[src/rtl/hotswap_join_pkg.sv]
package hotswap_join_pkg;

  typedef enum logic [1:0] {
    ST_OFF    = 2'd0,
    ST_INIT   = 2'd1,
    ST_WAIT   = 2'd2,
    ST_LINKED = 2'd3
  } hsj_state_t;

  // counter width able to hold values 0 .. limit
  function automatic int cnt_width(input int limit);
    int w;
    w = $clog2(limit + 1);
    return (w < 1) ? 1 : w;
  endfunction

  // count value at which a window of 'limit' cycles is complete
  function automatic int last_tick(input int limit);
    return (limit < 1) ? 0 : limit - 1;
  endfunction

endpackage

[src/rtl/hsj_window_timer.sv]
module hsj_window_timer #(
  parameter int LIMIT = 16
) (
  input  logic clk,
  input  logic rst_n,
  input  logic clr_i,
  output logic done_o
);
  import hotswap_join_pkg::*;

  localparam int W    = cnt_width(LIMIT);
  localparam int LAST = last_tick(LIMIT);

  logic [W-1:0] cnt_q;

  assign done_o = (cnt_q == W'(LAST));

  always_ff @(posedge clk or negedge rst_n) begin
    if (!rst_n)       cnt_q <= '0;
    else if (clr_i)   cnt_q <= '0;
    else if (!done_o) cnt_q <= cnt_q + 1'b1;
  end

endmodule

[src/rtl/hsj_stop_detect.sv]
module hsj_stop_detect (
  input  logic clk,
  input  logic rst_n,
  input  logic sda_i,
  input  logic scl_i,
  output logic stop_o
);
  logic sda_prev_q;

  always_ff @(posedge clk or negedge rst_n) begin
    if (!rst_n) sda_prev_q <= 1'b1;
    else        sda_prev_q <= sda_i;
  end

  assign stop_o = scl_i & sda_i & ~sda_prev_q;

endmodule

[src/rtl/hotswap_join_ctrl.sv]
module hotswap_join_ctrl #(
  parameter int INIT_CYCLES = 16,
  parameter int IDLE_CYCLES = 64
) (
  input  logic clk,
  input  logic rst_n,
  input  logic enable_i,
  input  logic bp_sda_i,
  input  logic bp_scl_i,
  input  logic card_sda_i,
  input  logic card_scl_i,
  output logic join_o,
  output logic ready_o,
  output logic accel_en_o,
  output logic pullup_en_o
);
  import hotswap_join_pkg::*;

  hsj_state_t st_q, st_d;

  // named internal events
  logic all_high;
  logic init_done;
  logic idle_done;
  logic stop_hit;
  logic linked;
  logic join_event;

  assign all_high = bp_sda_i & bp_scl_i & card_sda_i & card_scl_i;
  assign linked   = (st_q == ST_LINKED);

  hsj_window_timer #(.LIMIT(INIT_CYCLES)) u_init_tmr (
    .clk    (clk),
    .rst_n  (rst_n),
    .clr_i  (st_q != ST_INIT),
    .done_o (init_done)
  );

  hsj_window_timer #(.LIMIT(IDLE_CYCLES)) u_idle_tmr (
    .clk    (clk),
    .rst_n  (rst_n),
    .clr_i  ((st_q != ST_WAIT) | ~all_high),
    .done_o (idle_done)
  );

  hsj_stop_detect u_stop (
    .clk    (clk),
    .rst_n  (rst_n),
    .sda_i  (bp_sda_i),
    .scl_i  (bp_scl_i),
    .stop_o (stop_hit)
  );

  assign join_event = (st_q == ST_WAIT) & all_high & (stop_hit | idle_done);

  always_comb begin
    st_d = st_q;
    unique case (st_q)
      ST_OFF:    st_d = ST_INIT;
      ST_INIT:   if (init_done)  st_d = ST_WAIT;
      ST_WAIT:   if (join_event) st_d = ST_LINKED;
      ST_LINKED: st_d = ST_LINKED;
      default:   st_d = ST_OFF;
    endcase
    if (!enable_i) st_d = ST_OFF;
  end

  always_ff @(posedge clk or negedge rst_n) begin
    if (!rst_n) st_q <= ST_OFF;
    else        st_q <= st_d;
  end

  assign join_o      = enable_i & linked;
  assign ready_o     = enable_i & linked;
  assign accel_en_o  = enable_i & linked;
  assign pullup_en_o = enable_i & (st_q != ST_OFF);

  // ---------------- assertions ----------------
  p_off_after_disable_r2: assert property (@(posedge clk) disable iff (!rst_n)
    !enable_i |=> (st_q == ST_OFF))
    else $error("R2: state not off after enable low");

  p_wait_after_init_r3: assert property (@(posedge clk) disable iff (!rst_n)
    (st_q == ST_WAIT && $past(st_q) != ST_WAIT) |-> ($past(st_q) == ST_INIT && $past(init_done)))
    else $error("R3: waiting state entered without full initialization");

  p_join_cause_r5: assert property (@(posedge clk) disable iff (!rst_n)
    (linked && $past(st_q) != ST_LINKED) |-> ($past(st_q) == ST_WAIT && $past(stop_hit || idle_done)))
    else $error("R5: join without stop or idle window");

  p_join_safe_r7: assert property (@(posedge clk) disable iff (!rst_n)
    (linked && $past(st_q) != ST_LINKED) |-> ($past(card_sda_i) && $past(card_scl_i) && $past(bp_scl_i)))
    else $error("R7: join while a line was low");

  p_linked_sticky_r9: assert property (@(posedge clk) disable iff (!rst_n)
    (linked && enable_i) |=> linked)
    else $error("R9: link dropped while enabled");

endmodule

[config.mk]
export PLATFORM = sky130hd
export DESIGN_NAME = hotswap_join_ctrl
export DESIGN_NICKNAME = d
export VERILOG_FILES = /design/src/rtl/hotswap_join_pkg.sv /design/src/rtl/hsj_window_timer.sv /design/src/rtl/hsj_stop_detect.sv /design/src/rtl/hotswap_join_ctrl.sv
export SDC_FILE = /design/constraint.sdc
export NUM_CORES = 1
export LEC_CHECK = 0
export BUFFER_PORTS_ARGS = -buffer_cell sky130_fd_sc_hd__buf_4
export CORE_UTILIZATION = 53
export CTS_CLUSTER_DIAMETER = 120
export DETAILED_ROUTE_END_ITERATION = 16
export GPL_ROUTABILITY_DRIVEN = 0
export PLACE_DENSITY = 0.75
export REMOVE_ABC_BUFFERS = 1
export SLEW_MARGIN = 15
export SYNTH_ARGS = -nofsm -noshare
export SYNTH_HDL_FRONTEND = slang
export SYNTH_SLANG_ARGS = --single-unit
[constraint.sdc]
create_clock -name clk -period 2.02 [get_ports clk]
set_input_delay 0.404 -clock clk [delete_from_list [all_inputs] [get_ports clk]]
set_output_delay 0.404 -clock clk [all_outputs]
set_load 0.01 [all_outputs]
==> key figures <==
Pwr
  – Pleak: 0.0004064 uW
  – Share of power burned in the clock network: 0.333
  – Switch share: 0.2306
  – Flop pwr share: 0.598
  – NetSw: 121.1 uW
  – PnR Total Power: 525.0 uW
  – Internal power: 403.9 uW
  – Maximum VDD drop: 0.4197 mV
  – Combinational Power Share: 0.069
  – Pwr dens: 598.5 nW/um2

Layout
  – Fin nets: 99
  – FF/Latch Area: 376.6 um2
  – Filler instances: 117
  – Multi-input logic area: 366.6 um2
  – Finished Cell Area: 877.1 um2
  – Syn-to-layout area delta: 14.54%
  – Ant. Diodes: 0
  – Share of cells above drive strength 1: 0.1932

Yosys
  – Mapped Area: 765.7 um2
  – Area leader, netlist: dfrtp_1
  – Dominant cells by area after synthesis: dfrtp_1 46%, ha_1 4.9%, nor2_1 3.9%
  – Synth cell count leaders: 14 x dfrtp_1, 8 x nor2_1, 6 x nand2_1
  – Cells after synthesis: 76
  – Syn avg cell area: 10.08 um2
  – Async set-reset flop share out of synthesis: 1.000
  – Synth Flop Type: dfrtp_1
  – Synth top area share: 0.4575
  – Synth Area in Adders: 0.04902
  – Number of synthesized flops with an enable pin: 0
  – Post-synthesis mux area share: 0.01307
  – Seq cells post-synth: 15
  – Synth warnings: 0
  – Post-synth cell types: 32
  – Simple-Gate Fraction of Synth Area: 0.2386
  – Post-Synth XOR/XNOR Area: 0.04575
  – Largest family of logic cells by synthesized area: simple AND/OR/NAND/NOR gates
  – Synth Area in Compound Gates: 0.1324
  – Seq/Total Area, Yosys: 0.4918
  – Most frequent cell after synthesis: dfrtp_1

GRT
  – Initial antenna violation count: 0
  – First-pass GRT wire length: 2.235 mm
  – Pin count of the biggest net entering global routing: 16
  – GRT overflow: 0
  – Number of global-route vias before repair: 486
  – GRT Util Overall: 0.2192

Die
  – FP Rows: 13
  – Die Height: 40.01 um
  – Die area: 1601 um2
  – Die width: 40.01 um
  – # IOs: 11
  – Core footprint: 1318 um2
  – Initial Utilization: 0.5812

STA
  – Fin crit share: 0.7887
  – Setup Skew: 0.002450 ns
  – Minimum clock period: 1.593 ns
  – Peak Freq: 627.7 MHz
  – Final hold vios: 0
  – Final setup vio count: 0
  – Fin. max-slew vios: 0
  – Rel. slew slack: 0.8056
  – RSZ-0062 raised after global routing: false
  – Worst-margin pin slew: 0.2916 ns
  – Post-Route Setup TNS: 0 ns

Worst setup path
  – Worst setup EP type: register
  – Worst setup path class: reg2reg
  – WP data required: 2.20 ns
  – Crit path max fanout: 8
  – Crit path DAT: 1.77 ns
  – Critical path launch point type: register

Detailed routing
  – Routed via count: 563
  – TritonRoute pass-1 iters: 4
  – Post-DRT Antenna Nets: 0
  – Via-per-instance ratio: 5.466
  – Iter 0 DRT Violations: 10
  – DR DRC count: 0
  – Post-Route WL: 1.371 mm
  – DR WL/cell: 13.31 um

CTS
  – Clk pin slew, worst setup/hold paths: 0.09 ns
  – Total setup buffers inserted after CTS: 0
  – CTS tree: yes
  – Root buffer cell: clkbuf_4
  – H-tree levels: 1
  – Clk_lat worst skew: 0.29 ns
  – # clock sinks: 15
  – Num CTS Buffers: 3
  – Clock Path Buffers: 2
  – Cts hold-fix bufs: 1
  – Post-cts sizing count: 0

Outcome
  – Outcome: finished, final reports clean

Place
  – Port Buffers: 10
  – Hpwl dp: 969.1 um
  – Dpl cell area: 840.8 um2

Worst hold path
  – Worst Hold Class: in2reg

Run
  – Max-cap viol count: 0
## registers in the layout, summed over array words and instances (netlist names)
| signal | cells |
|---|---|
| st_q | 2 |
| u_idle_tmr.cnt_q | 7 |
| u_init_tmr.cnt_q | 5 |
| u_stop.sda_prev_q | 1 |
## power by group through the flow
stage                     Clock, uW  Combinational (uW)  Sequential, uW
after floorplan                   0                15.8             319
after global placement            0                34.5             320
after detailed placement          0                35.4             320
after CTS                       188                37.3             314
after global routing            193                42.0             315
final                           175                36.2             314
## area by class of cell
class,instances,area share
Sequential cell,15,0.4294
Clock buffer,4,0.02996
Timing Repair Buffer,11,0.09700
Multi-Input combinational cell,57,0.4180
Tap cell,15,0.02140
Inverter,1,0.004280
## routing by layer
metal	vias to the layer above	routed length, um	part of all wire	GRT usage
met5	-	0	0	0
met4	0	41	0.030	0.1552
met3	5	45	0.033	0.05000
met2	13	527	0.38	0.2823
met1	253	757	0.55	0.3158
li1	292	-	-	-
## through the flow
step | utilization | hold slack (ns) | setup WS (ns) | cells
2_1_floorplan | - | 0.1084 | 0.5063 | 73
3_3_place_gp | 0.6382 | 0.2660 | 0.4627 | 98
3_5_place_dp | 0.6382 | 0.2687 | 0.4394 | 98
4_1_cts | 0.6657 | 0.2102 | 0.4251 | 103
5_1_grt | 0.6657 | 0.2092 | 0.2834 | 103
6_report | 0.6657 | 0.2227 | 0.4269 | 103
## worst max-delay path, stage by stage (launching register included)
cell      delay [ns]
dfrtp_1         0.41
ha_1            0.21
and3_1          0.18
ha_1            0.28
nand4b_1        0.22
xor2_1          0.14
nor2_1          0.05
## path summary, 6_finish.rpt
check | start | endpoint | slack [ns] | depth (start not counted)
min reg2reg | u_idle_tmr.cnt_q[6]$_DFFE_PN0P_ | u_idle_tmr.cnt_q[6]$_DFFE_PN0P_ | 0.53 | 2
min | bp_sda_i | u_stop.sda_prev_q$_DFF_PN1_ | 0.22 | 1
max in group asynchronous | rst_n | u_stop.sda_prev_q$_DFF_PN1_ | 1.28 | 2
min in group asynchronous | rst_n | u_init_tmr.cnt_q[3]$_DFFE_PN0P_ | 0.49 | 2
max | u_init_tmr.cnt_q[0]$_DFFE_PN0P_ | u_init_tmr.cnt_q[3]$_DFFE_PN0P_ | 0.43 | 6
max reg2reg | u_init_tmr.cnt_q[0]$_DFFE_PN0P_ | u_init_tmr.cnt_q[3]$_DFFE_PN0P_ | 0.43 | 6
## kinds of logic (layout without fill, tap and decap cells)
kind of cell	Yosys count	count (layout)
xor gates and xnor gates	4	4
AOI/OAI and AO/OA	16	16
buffers and inverters	4	16
muxes	1	1
DFF	15	15
adders and majority gates	3	3
and+or+nand+nor	33	33
## cells in the final DEF, fill, tap and decap left out, drive strengths merged, types with 3 or more instances in the layout
cell type	count
dfrtp	14
buf	10
nor2	8
nand2	6
a21oi	5
clkbuf	4
and3	4
xor2	3
ha	3
nand3	3
Power figures use the tool's default switching activity.
